===== src/rtl/bwc_pkg.sv =====
package bwc_pkg;
  localparam int NUM_REGIONS = 4;
  localparam int IO_IDX      = 3;

  typedef enum logic [1:0] {
    PH_IDLE   = 2'd0,
    PH_ACCESS = 2'd1,
    PH_TERM   = 2'd2
  } bus_phase_t;
endpackage


===== src/rtl/bwc_sync.sv =====
module bwc_sync #(
  parameter int STAGES = 2
) (
  input  logic clk,
  input  logic rst_n,
  input  logic d_async,
  output logic q_sync
);
  logic [STAGES-1:0] chain;

  always_ff @(posedge clk) begin
    if (!rst_n) chain <= '0;
    else        chain <= {chain[STAGES-2:0], d_async};
  end

  assign q_sync = chain[STAGES-1];
endmodule


===== src/rtl/bwc_prio_sel.sv =====
module bwc_prio_sel #(
  parameter int N = 4
) (
  input  logic [N-1:0] req,
  output logic [N-1:0] grant
);
  logic [N:0] taken;

  assign taken[0] = 1'b0;
  generate
    for (genvar i = 0; i < N; i++) begin : g_rank
      assign grant[i]   = req[i] & ~taken[i];
      assign taken[i+1] = taken[i] | req[i];
    end
  endgenerate
endmodule


===== src/rtl/bwc_wait_cnt.sv =====
module bwc_wait_cnt #(
  parameter int W = 3
) (
  input  logic         clk,
  input  logic         rst_n,
  input  logic         load,
  input  logic [W-1:0] load_val,
  input  logic         dec,
  output logic         is_zero
);
  logic [W-1:0] cnt;

  always_ff @(posedge clk) begin
    if (!rst_n)             cnt <= '0;
    else if (load)          cnt <= load_val;
    else if (dec && cnt != '0) cnt <= cnt - 1'b1;
  end

  assign is_zero = (cnt == '0);
endmodule


===== src/rtl/bus_wait_ctrl.sv =====
module bus_wait_ctrl
  import bwc_pkg::*;
#(
  parameter int RAM_WAITS  = 0,
  parameter int VID_WAITS  = 1,
  parameter int ROM_WAITS  = 4,
  parameter int IO_TIMEOUT = 256
) (
  input  logic                   clk,
  input  logic                   rst_n,
  input  logic                   addr_strobe,
  input  logic [NUM_REGIONS-1:0] region_sel,
  input  logic                   periph_ack,
  output logic                   cpu_ready,
  output logic [NUM_REGIONS-1:0] chip_sel,
  output logic                   bus_error
);
  localparam int MAXW_A = (RAM_WAITS > VID_WAITS) ? RAM_WAITS : VID_WAITS;
  localparam int MAXW   = (MAXW_A > ROM_WAITS) ? MAXW_A : ROM_WAITS;
  localparam int WAIT_W = (MAXW > 0) ? $clog2(MAXW + 1) : 1;
  localparam int TO_W   = (IO_TIMEOUT > 2) ? $clog2(IO_TIMEOUT) : 1;

  bus_phase_t             phase;
  logic [NUM_REGIONS-1:0] grant;
  logic [NUM_REGIONS-1:0] active;
  logic [WAIT_W-1:0]      load_val;
  logic [TO_W-1:0]        to_cnt;
  logic                   ack_s;
  logic                   start;
  logic                   wait_done;
  logic                   to_last;

  bwc_sync #(.STAGES(2)) u_sync (
    .clk(clk), .rst_n(rst_n), .d_async(periph_ack), .q_sync(ack_s)
  );

  bwc_prio_sel #(.N(NUM_REGIONS)) u_prio (
    .req(region_sel), .grant(grant)
  );

  always_comb begin
    load_val = '0;
    if (grant[0])      load_val = WAIT_W'(RAM_WAITS);
    else if (grant[1]) load_val = WAIT_W'(VID_WAITS);
    else if (grant[2]) load_val = WAIT_W'(ROM_WAITS);
  end

  assign start   = (phase == PH_IDLE) && addr_strobe && (|region_sel);
  assign to_last = (to_cnt == TO_W'(IO_TIMEOUT - 1));

  bwc_wait_cnt #(.W(WAIT_W)) u_wait (
    .clk(clk), .rst_n(rst_n), .load(start), .load_val(load_val),
    .dec(phase == PH_ACCESS), .is_zero(wait_done)
  );

  always_ff @(posedge clk) begin
    if (!rst_n) begin
      phase     <= PH_IDLE;
      active    <= '0;
      to_cnt    <= '0;
      bus_error <= 1'b0;
    end else begin
      case (phase)
        PH_IDLE: begin
          if (start) begin
            phase  <= PH_ACCESS;
            active <= grant;
            to_cnt <= '0;
          end
        end
        PH_ACCESS: begin
          if (active[IO_IDX]) begin
            if (ack_s) begin
              phase <= PH_TERM;
            end else if (to_last) begin
              phase     <= PH_TERM;
              bus_error <= 1'b1;
            end else begin
              to_cnt <= to_cnt + 1'b1;
            end
          end else if (wait_done) begin
            phase <= PH_TERM;
          end
        end
        PH_TERM: phase <= PH_IDLE;
        default: phase <= PH_IDLE;
      endcase
    end
  end

  assign chip_sel  = (phase == PH_ACCESS) ? active : '0;
  assign cpu_ready = (phase == PH_TERM);
endmodule


===== config.mk =====
export PLATFORM = sky130hd
export DESIGN_NAME = bus_wait_ctrl
export DESIGN_NICKNAME = d
export VERILOG_FILES = /design/src/rtl/bwc_pkg.sv /design/src/rtl/bwc_sync.sv /design/src/rtl/bwc_prio_sel.sv /design/src/rtl/bwc_wait_cnt.sv /design/src/rtl/bus_wait_ctrl.sv
export SDC_FILE = /design/constraint.sdc
export NUM_CORES = 1
export LEC_CHECK = 0
export BUFFER_PORTS_ARGS = -buffer_cell sky130_fd_sc_hd__buf_4
export CAP_MARGIN = 30
export CORE_MARGIN = 4
export CORE_UTILIZATION = 50
export CTS_BUF_LIST = sky130_fd_sc_hd__clkbuf_4 sky130_fd_sc_hd__clkbuf_8
export CTS_CLUSTER_DIAMETER = 150
export DETAILED_ROUTE_END_ITERATION = 10
export PLACE_DENSITY = 0.7
export SLEW_MARGIN = 20
export SYNTH_ARGS = -nofsm -noshare
export SYNTH_HDL_FRONTEND = slang
export SYNTH_HIERARCHICAL = 1
export SYNTH_SLANG_ARGS = --single-unit

===== constraint.sdc =====
create_clock -name clk -period 1.8 [get_ports clk]
set_input_delay 0.36 -clock clk [delete_from_list [all_inputs] [get_ports clk]]
set_output_delay 0.36 -clock clk [all_outputs]
set_load 0.02 [all_outputs]

==> results of run 1 <==
==> cells in the final DEF, fill, tap and decap left out, drive strengths merged, types with 2 or more instances in the layout <==
cell type / count
dfxtp: 20
buf: 17
nand3: 9
inv: 8
nand2: 7
nor2: 6
and2: 6
a21oi: 5
and3: 5
o21ai: 4
mux2i: 4
o211ai: 4
nor2b: 4
or4: 3
o21a: 3
ha: 3
clkbuf: 3
nor3b: 2
o32a: 2
nand4b: 2
nand4: 2
nand3b: 2
a21boi: 2
==> routing by layer <==
layer / track usage (%) / wire (um)
met2: 29.7 / 1110
met3: 4.36 / 112
met5: 0 / 0
met1: 24.5 / 1070
met4: 8.71 / 38
==> through the flow <==
step | setup WS [ns] | std cells | total power, uW | hold slack [ns]
2_1_floorplan | 0.245 | 122 | 578 | 0.412
3_3_place_gp | 0.100 | 160 | 620 | 0.420
3_5_place_dp | 0.0231 | 160 | 623 | 0.425
4_1_cts | 0.0461 | 164 | 993 | 0.246
5_1_grt | 0.00606 | 164 | 1040 | 0.240
6_report | 0.133 | 164 | 986 | 0.245
==> registers in the layout, summed over array words and instances, names as in the netlist <==
name	flops
to_cnt	8
active	4
u_wait/cnt	3
phase	2
u_sync/chain	2
bus_error	1
==> synthesized netlist by cell type (2+ instances only) <==
master / n / area share [%]
dfxtp_1: 20 / 37
inv_1: 8 / 2.7
nand3_1: 8 / 3.7
nand2_1: 7 / 2.4
nor2_1: 6 / 2.1
and2_1: 5 / 2.9
a21oi_1: 4 / 1.8
mux2i_1: 4 / 3.7
o211ai_1: 4 / 2.7
o21ai_0: 4 / 1.8
and3_1: 3 / 1.7
ha_1: 3 / 3.4
nor2b_1: 3 / 1.7
o21a_1: 3 / 2.1
or4_1: 3 / 2.1
a21boi_0: 2 / 1.4
and3_2: 2 / 1.4
buf_2: 2 / 0.92
buf_6: 2 / 2.1
nand3b_1: 2 / 1.4
nand4_1: 2 / 1.1
nand4b_1: 2 / 1.6
nor3b_1: 2 / 1.4
o32a_1: 2 / 1.8
==> worst reg2reg max path: stages (launching register included) <==
cell     delay, ns
dfxtp_1       0.39
ha_1          0.22
and3_1        0.23
a31o_1        0.35
nand2_1       0.17
o21a_1        0.22
==> final cells by class <==
cell class                      count  area share [%]
Clock inverter                      1            2.39
Tap cell                           27            2.69
Clock buffer                        3            1.79
Multi-Input combinational cell     88            48.7
Timing Repair Buffer               17            10.2
Sequential cell                    20            31.9
Inverter                            8            2.39
==> cell families (layout without fill, tap and decap cells) <==
| kind of cell | after synthesis | after routing | synth area share, % |
|---|---|---|---|
| and+or+nand+nor | 54 | 54 | 31.2 |
| AOI/OAI and AO/OA | 24 | 24 | 15.3 |
| DFF | 20 | 20 | 36.6 |
| buffers and inverters | 14 | 29 | 7.55 |
| muxes | 5 | 5 | 4.69 |
| adders and majority gates | 3 | 3 | 3.43 |
| other | 1 | 1 | 0.343 |
| xor gates and xnor gates | 1 | 1 | 0.801 |
==> path summary, 6_finish.rpt <==
kind                                    from                    endpoint  slack (ns)  depth (start not counted)
setup / recovery      to_cnt[0]$_SDFFE_PN0P_       phase[0]$_SDFFE_PN0P_        0.13                          5
setup reg to reg      to_cnt[0]$_SDFFE_PN0P_       phase[0]$_SDFFE_PN0P_        0.13                          5
hold reg to reg   u_sync/chain[0]$_SDFF_PN0_  u_sync/chain[1]$_SDFF_PN0_        0.45                          1
hold / removal                    periph_ack  u_sync/chain[0]$_SDFF_PN0_        0.24                          2
==> power by group <==
part           internal (uW)  switching (uW)
clock                    225             146
combinational           65.3            81.1
sequential               458            10.5
==> results.md, run 1 <==
- GRT Resource Usage Total: 19.0%
- CTS Buffer Depth: 2
- Fillcell total: 189
- Die ar.: 3000 sq um
- Largest stage delay, worst path: 0.39 ns
- CP bufs+invs: 0
- Syn_nets: 133
- Share of layout cells above drive strength 1: 22.6%
- Fin Clk Skew: 0.0138 ns
- # diodes: 0
- Largest net degree at the start of global routing: 15
- Startpoint Class: flip-flop
- Number of flops mapped to enable cells by yosys: 0
- Final Hold Vio Count: 0
- RSZ-0062 raised after global routing: no
- Minimum clock period: 1.67 ns
- Top delay family on crit path: compound AO/OA/AOI/OAI gates
- Final Cell Area: 1250 sq um
- CP max FO: 9
- # rows: 16
- DR iter-0 viols: 26
- Distinct cells, synth: 43
- Worst-Skew Late Latency: 0.31 ns
- Number of buffers created by CTS: 3
- Post-CTS setup repair buffer count: 0
- CTS Sinks: 20
- Hold Path Class: in2reg
- Register Area: 400 sq um
- Fin crit share: 92.6%
- Global-route wire length before repair: 3950 um
- Placer congestion estimate: 0.812
- DRT Pass-1 Iters: 4
- Die span in y: 54.8 um
- PwrDens: 786 nW/um^2
- Synth Flop Type: dfxtp_1
- CTS H-Tree Depth: 1
- Worst IR Drop VDD: 0.000547 V
- Post-Synthesis Cells: 122
- HPWL after detailed placement: 1750 um
- Fin util: 62.1%
- I/O pin count: 14
- Multi-input gate area: 611 sq um
- Crit-path cells: ha_1, and3_1, a31o_1, nand2_1, o21a_1
- Final TNS setup: 0 ns
- Initial Utilization: 54.1%
- Initial antenna violation count: 0
- Avg WL per Cell: 14.2 um
- Final global-route overflow total: 0
- Vias: 910
- P&R area growth vs syn: 14.8%
- CP Capture Type: flip-flop
- Status: complete, no violations
- Placement-stage cell area: 1200 sq um
- Clk pin slew, worst setup/hold paths: 0.13 ns
- Leak pwr: 0.000492 uW
- Post-Syn Area: 1090 sq um
- Post-CTS sizing: 0
- Vias in the first global route: 828
- FMAX: 600 MHz
- CP Data Required Time: 2.02 ns
- Sequential area share after synthesis: 36.6%
- Post-route ant nets: 0
- Buffers on Ports: 13
- Setup violations, final: 0
- CTS tree: built
- WS Path Type: reg2reg
- Seq cells post-synth: 20
- DRC: 0
- Hold buffer count at CTS: 0
- Vias per cell: 5.55
- Fraction of registers with async set/reset: 0%
- Width of the chip: 54.8 um
- Crit-path slowest cell: dfxtp_1
- Final #Nets: 149
- CORE AREA: 2020 sq um
- Total wire length: 2320 um
- Pins Over Slew Limit: 0
- Syn_area_per_cell: 8.96 sq um
- CTS root buf: clkbuf_4
- WP data arrival: 1.89 ns
- Yosys warning count: 6
- Max cap viols: 0
(Power assumes the default switching activity.)
==> run 2, diff against run 1 <==
Settings changed: BUFFER_PORTS_ARGS -buffer_cell sky130_fd_sc_hd__buf_4 to -buffer_cell sky130_fd_sc_hd__buf_2.
==> run 2 against run 1 <==
Combinational power decreased by 3%. Clock power decreased by 1%. Register-to-register slack improved by 0.02 ns. Fmax increased by 1.3%. Die area unchanged. Final cell count increased by 0.61%. Critical path depth unchanged. Worst setup slack improved by 0.022 ns. Flip-flop and latch count unchanged.
==> results.md, run 2 (synthesized netlist as in run 1, its figures left out) <==
- Initial Utilization: 54.1% (unchanged)
- Hold buffer count at CTS: 0 (unchanged)
- CP bufs+invs: 0 (unchanged)
- Crit-path cells: ha_1, and3_1, a31o_1, nand2_1, o21a_1 (unchanged)
- Die ar.: 3000 sq um (unchanged)
- CP Data Required Time: 2.01 ns (was 2.02 ns)
- Total wire length: 2220 um (was 2320 um)
- Hold Path Origin: periph_ack (unchanged)
- Hold Path Class: in2reg (unchanged)
- CP Capture Type: flip-flop (unchanged)
- Total power: 976 uW (was 986 uW)
- Register Area: 400 sq um (unchanged)
- Width of the chip: 54.8 um (unchanged)
- PwrDens: 793 nW/um^2 (was 786 nW/um^2)
- Fin crit share: 91.4% (was 92.6%)
- CTS tree: built (unchanged)
- End point of the worst hold path: u_sync/chain[0]$_SDFF_PN0_ (unchanged)
- Clk pin slew, worst setup/hold paths: 0.12 ns (was 0.13 ns)
- Avg WL per Cell: 13.4 um (was 14.2 um)
- Post-CTS setup repair buffer count: 0 (unchanged)
- Vias in the first global route: 895 (was 828)
- CP max FO: 9 (unchanged)
- CORE AREA: 2020 sq um (unchanged)
- Most frequent cells in the layout: dfxtp_1, buf_2, nand3_1 (was dfxtp_1, buf_4, nand3_1)
- Startpoint Class: flip-flop (unchanged)
- Most common cell after layout, fill and taps aside: dfxtp_1 (unchanged)
- Global routing's busiest layer: met2 (unchanged)
- Post-CTS sizing: 0 (unchanged)
- Setup WS pre-CTS: 0.00221 ns (was 0.0231 ns)
- Setup ws final: 0.155 ns (was 0.133 ns)
- Final TNS setup: 0 ns (unchanged)
- CTS Sinks: 20 (unchanged)
- Hold path depth: 2 (unchanged)
- Largest stage delay, worst path: 0.38 ns (was 0.39 ns)
- DRT Pass-1 Iters: 4 (unchanged)
- RSZ-0062 raised after global routing: no (unchanged)
- Non-Filler Instances: 165 (was 164)
- Largest register by flop count: to_cnt (unchanged)
- GR Util met3: 3.54% (was 4.36%)
- HPWL after detailed placement: 1690 um (was 1750 um)
- Leak pwr: 0.000492 uW (about the same)
- Minimum clock period: 1.65 ns (was 1.67 ns)
- CTS H-Tree Depth: 1 (unchanged)
- Largest regs: to_cnt x8, active x4, u_wait/cnt x3 (unchanged)
- DRC: 0 (unchanged)
- Setup violations, final: 0 (unchanged)
- Worst R2R End: phase[0]$_SDFFE_PN0P_ (unchanged)
- WP data arrival: 1.86 ns (was 1.89 ns)
- Share of layout cells above drive strength 1: 23.2% (was 22.6%)
- Vias per cell: 5.55 (about the same)
- Max cap viols: 0 (unchanged)
- FMAX: 608 MHz (was 600 MHz)
- # rows: 16 (unchanged)
- # diodes: 0 (unchanged)
- Die span in y: 54.8 um (unchanged)
- Multi-input gate area: 611 sq um (unchanged)
- R2R depth: 5 (unchanged)
- Global-route wire length before repair: 3680 um (was 3950 um)
- Placer congestion estimate: 0.741 (was 0.812)
- CTS root buf: clkbuf_4 (unchanged)
- Top delay family on crit path: compound AO/OA/AOI/OAI gates (unchanged)
- Post-placement cell count: 161 (was 160)
- Worst R2R Start: to_cnt[0]$_SDFFE_PN0P_ (unchanged)
- Met2 Use GR: 30.5% (was 29.7%)
- Worst IR Drop VDD: 0.000487 V (was 0.000547 V)
- P&R area growth vs syn: 12.5% (was 14.8%)
- Fin Clk Skew: 0.00773 ns (was 0.0138 ns)
- Status: complete, no violations (unchanged)
- Fin util: 60.8% (was 62.1%)
- Pins Over Slew Limit: 0 (unchanged)
- Initial antenna violation count: 0 (unchanged)
- I/O pin count: 14 (unchanged)
- Buffers on Ports: 13 (unchanged)
- Final Hold Vio Count: 0 (unchanged)
- Worst-Skew Late Latency: 0.30 ns (was 0.31 ns)
- Largest net degree at the start of global routing: 14 (was 15)
- WS Path Type: reg2reg (unchanged)
- Final global-route overflow total: 0 (unchanged)
- Number of buffers created by CTS: 3 (unchanged)
- Crit-path slowest cell: dfxtp_1 (unchanged)
- GRT Resource Usage Total: 17.4% (was 19.0%)
- GR Util met1: 20.1% (was 24.5%)
- DR iter-0 viols: 12 (was 26)
- Internal reg-to-reg setup slack: 0.15 ns (was 0.13 ns)
- Fillcell total: 199 (was 189)
- Max reg flops: 8 (unchanged)
- Final #Nets: 150 (was 149)
- Vias: 916 (was 910)
- Post-route ant nets: 0 (unchanged)
- CTS Buffer Depth: 2 (unchanged)
==> run 2: cell count changes in the layout (fill, tap and decap cells not counted), sizes merged <==
cell / previous run / this run
buf: 17 / 18
==> run 2: per-layer routing <==
| metal | vias up | part of all wire (%) | wire [um] |
|---|---|---|---|
| li1 | 469 | - | - |
| met3 | 4 | 2.6 | 58 |
| met1 | 434 | 47 | 1050 |
| met2 | 9 | 49 | 1080 |
| met5 | - | 0 | 0 |
| met4 | 0 | 1.4 | 32 |
==> run 2: worst max-delay path by stage <==
stage                                 end  slack [ns]              startpoint  cells past startpoint
6_report            phase[0]$_SDFFE_PN0P_        0.15  to_cnt[0]$_SDFFE_PN0P_                      5
3_3_place_gp   u_wait/cnt[2]$_SDFFE_PN0P_        0.11           region_sel[0]                      7
2_1_floorplan  u_wait/cnt[1]$_SDFFE_PN0P_        0.25           region_sel[1]                      7
4_1_cts                       chip_sel[3]         0.1   phase[1]$_SDFFE_PN0P_                      4
3_5_place_dp   u_wait/cnt[1]$_SDFFE_PN0P_       0.002           region_sel[0]                      7
5_1_grt            to_cnt[2]$_SDFFE_PN0P_        0.04  to_cnt[0]$_SDFFE_PN0P_                      5
==> run 2: stage by stage <==
| step | cell area [sq um] | hold WS (ns) |
|---|---|---|
| after global routing | 1230 | 0.260 |
| after global placement | 1180 | 0.417 |
| final | 1230 | 0.252 |
| after floorplan | 1090 | 0.412 |
| after detailed placement | 1180 | 0.449 |
| after CTS | 1230 | 0.249 |
==> run 2: layout make-up <==
| class | instances | area share (%) |
|---|---|---|
| Multi-Input combinational cell | 88 | 49.6 |
| Sequential cell | 20 | 32.6 |
| Timing Repair Buffer | 18 | 8.34 |
| Tap cell | 27 | 2.75 |
| Clock inverter | 1 | 2.44 |
| Inverter | 8 | 2.44 |
| Clock buffer | 3 | 1.83 |
==> run 2: worst reg2reg max path, stage by stage, from the launching register on <==
cell and delay (ns):
dfxtp_1 0.38, ha_1 0.22, and3_1 0.22, a31o_1 0.35
nand2_1 0.17, o21a_1 0.21
==> run 2: report_power, final <==
part | internal, uW | total [uW] | switching [uW]
clock | 225 | 367 | 142
sequential | 458 | 468 | 10.1
combinational | 60.8 | 141 | 79.9
==> run 3, diff against run 2 <==
Settings changed: ABC_AREA set to 1, CELL_PAD_IN_SITES_DETAIL_PLACEMENT set to 0, CELL_PAD_IN_SITES_GLOBAL_PLACEMENT set to 1, CORE_ASPECT_RATIO set to 1.75, CORE_UTILIZATION 50 to 42, PLACE_DENSITY 0.7 to not set, PLACE_DENSITY_LB_ADDON set to 0.1.
==> run 3 against run 2 <==
Worst setup slack better by 0.066 ns. Critical path type is now reg2out. Critical path depth is the same. Sequential share of layout area is 1.4 points lower. Largest power group unchanged.
==> results.md, run 3 <==
- Status: complete, no violations (unchanged)
- Largest regs: to_cnt x8, active x4, u_wait/cnt x3 (unchanged)
- Fin crit share: 87.8% (was 91.4%)
- Hold path depth: 3 (was 2)
- Internal reg-to-reg setup slack: 0.31 ns (was 0.15 ns)
- Placer congestion estimate: 0.741 (about the same)
- Leak pwr: 0.000627 uW (was 0.000492 uW)
- Max reg flops: 8 (unchanged)
- Most frequent cells in the layout: nand2_1, inv_1, nor2_1 (was dfxtp_1, buf_2, nand3_1)
- I/O pin count: 14 (unchanged)
- RSZ-0062 raised after global routing: no (unchanged)
- Startpoint Class: flip-flop (unchanged)
- Sequential area share after synthesis: 34.9% (was 36.6%)
- Worst IR Drop VDD: 0.000544 V (was 0.000487 V)
- CTS Sinks: 20 (unchanged)
- Hold buffer count at CTS: 0 (unchanged)
- CP bufs+invs: 3 (was 0)
- Distinct cells, synth: 24 (was 43)
- Share of layout cells above drive strength 1: 16.8% (was 23.2%)
- Global-route wire length before repair: 4030 um (was 3680 um)
- Post-CTS setup repair buffer count: 0 (unchanged)
- Yosys warning count: 6 (unchanged)
- Synth Flop Type: dfxtp_1 (unchanged)
- Synth area leader: dfxtp_1 (unchanged)
- CTS root buf: clkbuf_8 (was clkbuf_4)
- Post-Synthesis Cells: 175 (was 122)
- CTS tree: built (unchanged)
- Fraction of registers with async set/reset: 0% (unchanged)
- Non-Filler Instances: 216 (was 165)
- Hold_ws: 0.274 ns (was 0.252 ns)
- CORE AREA: 2550 sq um (was 2020 sq um)
- Worst R2R Start: to_cnt[0]$_SDFFE_PN0P_ (unchanged)
- Initial Utilization: 45.0% (was 54.1%)
- Largest register by flop count: to_cnt (unchanged)
- Most common cell after layout, fill and taps aside: nand2_1 (was dfxtp_1)
- DR iter-0 viols: 19 (was 12)
- Number of buffers created by CTS: 3 (unchanged)
- Vias in the first global route: 981 (was 895)
- DRC: 0 (unchanged)
- WS Path Type: reg2out (was reg2reg)
- Clk pin slew, worst setup/hold paths: 0.08 ns (was 0.12 ns)
- End point of the worst hold path: u_sync/chain[0]$_SDFF_PN0_ (unchanged)
- Syn_nets: 186 (was 133)
- Fin Clk Skew: 0.00597 ns (was 0.00773 ns)
- Count leader, synth: nand2_1 (was dfxtp_1)
- Total wire length: 2300 um (was 2220 um)
- Final Hold Vio Count: 0 (unchanged)
- Die span in y: 77.2 um (was 54.8 um)
- HPWL after detailed placement: 1850 um (was 1690 um)
- Top post-synthesis cells by count: nand2_1, inv_1, nor2_1, dfxtp_1, nand3_1 (was dfxtp_1, inv_1, nand3_1, nand2_1, nor2_1)
- Largest net degree at the start of global routing: 17 (was 14)
- P&R area growth vs syn: 11.9% (was 12.5%)
- Minimum clock period: 1.58 ns (was 1.65 ns)
- Syn_area_per_cell: 6.56 sq um (was 8.96 sq um)
- Seq cells post-synth: 20 (unchanged)
- Crit-path cells: inv_1, nor2_4, inv_2, nor2_1, buf_2 (was ha_1, and3_1, a31o_1, nand2_1, o21a_1)
- Top delay family on crit path: buffers and inverters (was compound AO/OA/AOI/OAI gates)
- Hold Path Class: in2reg (unchanged)
- Worst R2R End: to_cnt[1]$_SDFFE_PN0P_ (was phase[0]$_SDFFE_PN0P_)
- Vias: 1054 (was 916)
- Die ar.: 3670 sq um (was 3000 sq um)
- CTS Buffer Depth: 2 (unchanged)
- Post-Syn Area: 1150 sq um (was 1090 sq um)
- Largest stage delay, worst path: 0.35 ns (was 0.38 ns)
- CTS H-Tree Depth: 1 (unchanged)
- CP Capture Type: output pin (was flip-flop)
- Area share of the largest cell type after synthesis: 34.9% (was 36.6%)
- Post-CTS sizing: 0 (unchanged)
- PwrDens: 841 nW/um^2 (was 793 nW/um^2)
- WP data arrival: 1.22 ns (was 1.86 ns)
- Worst path depth: 5 (unchanged)
- Final global-route overflow total: 0 (unchanged)
- Top cells by area, synth: dfxtp_1, nand2_1, inv_1 (was dfxtp_1, mux2i_1, nand3_1)
- Total power: 1080 uW (was 976 uW)
- Buffers on Ports: 13 (unchanged)
- # rows: 24 (was 16)
- Hold Path Origin: periph_ack (unchanged)
- Post-placement cell count: 212 (was 161)
- Setup violations, final: 0 (unchanged)
- CP max FO: 9 (unchanged)
- # diodes: 0 (unchanged)
- FMAX: 633 MHz (was 608 MHz)
- Setup crit start: phase[0]$_SDFFE_PN0P_ (was to_cnt[0]$_SDFFE_PN0P_)
- Final #Nets: 202 (was 150)
- Post-route ant nets: 0 (unchanged)
- R2R depth: 8 (was 5)
- Final TNS setup: 0 ns (unchanged)
- Avg WL per Cell: 10.7 um (was 13.4 um)
- DRT Pass-1 Iters: 4 (unchanged)
- CP Data Required Time: 1.44 ns (was 2.01 ns)
- Initial antenna violation count: 0 (unchanged)
- Vias per cell: 4.88 (was 5.55)
- Worst-Skew Late Latency: 0.26 ns (was 0.30 ns)
- GRT Resource Usage Total: 14.6% (was 17.4%)
- Crit-path slowest cell: dfxtp_1 (unchanged)
- Number of flops mapped to enable cells by yosys: 0 (unchanged)
- Width of the chip: 47.5 um (was 54.8 um)
- Pins Over Slew Limit: 0 (unchanged)
- Max cap viols: 0 (unchanged)
-- run 3: cell types whose count changed after synthesis, sizes merged, moves of 3 or more --
cell	before	now
and2	6	0
and3	5	0
inv	8	32
mux2i	4	0
nand2	7	45
nand3	9	13
nor2	6	30
nor2b	4	0
o211ai	4	0
o21ai	4	10
or4	3	0
-- run 3: logic make-up after synthesis --
family	Yosys count	share of synthesized area (%)
buf+inv	35	12.5
flops	20	34.9
other cells	1	0.326
fa+ha+maj	3	3.27
compound gates	20	9.26
simple gates	96	39.8
-- run 3: worst reg2reg max path, cell delays in order (launching register included) --
cell and delay, ns:
dfxtp_1 0.41, ha_1 0.23, nand2_2 0.09, nor2_4 0.14, nand2_2 0.08, nand2_4 0.11, nand2_4 0.10, o21ai_0 0.16
nor2_1 0.05
-- run 3: where the power goes --
group / internal, uW / leakage [uW] / switching (uW)
Sequential: 477 / 0.000164 / 19.8
Combinational: 86.2 / 0.000435 / 157
Clock: 195 / 0.0000288 / 146
-- run 3: metrics by stage --
step	util (%)	cell area [sq um]	worst slack (ns)
floorplan	-	1150	0.507
global route	50.3	1280	0.141
CTS	50.3	1280	0.198
global placement	48.2	1230	0.323
finish	50.3	1280	0.220
detailed placement	48.2	1230	0.274
-- run 3: worst max path at each step --
| stage | to | slack [ns] |
|---|---|---|
| finish | chip_sel[2] | 0.22 |
| global route | chip_sel[1] | 0.14 |
| global placement | u_wait/cnt[0]$_SDFFE_PN0P_ | 0.32 |
| detailed placement | u_wait/cnt[1]$_SDFFE_PN0P_ | 0.27 |
| CTS | chip_sel[2] | 0.20 |
| floorplan | to_cnt[1]$_SDFFE_PN0P_ | 0.51 |
-- run 3: area by class of cell --
type                    instances  area (sq um)
inverters                      32           120
clock buffers                   4          55.1
multi-input cells             120           604
repair buffers                 14          72.6
well taps                      26          32.5
fillers                       282          1270
flip-flops and latches         20           400
-- run 3: per-layer routing --
| layer | routed length, um | vias up | global-route usage (%) |
|---|---|---|---|
| li1 | - | 574 | - |
| met1 | 947 | 460 | 15.3 |
| met2 | 1270 | 16 | 26.7 |
| met3 | 47 | 4 | 2.11 |
| met4 | 34 | 0 | 5.66 |
| met5 | 0 | - | 0 |
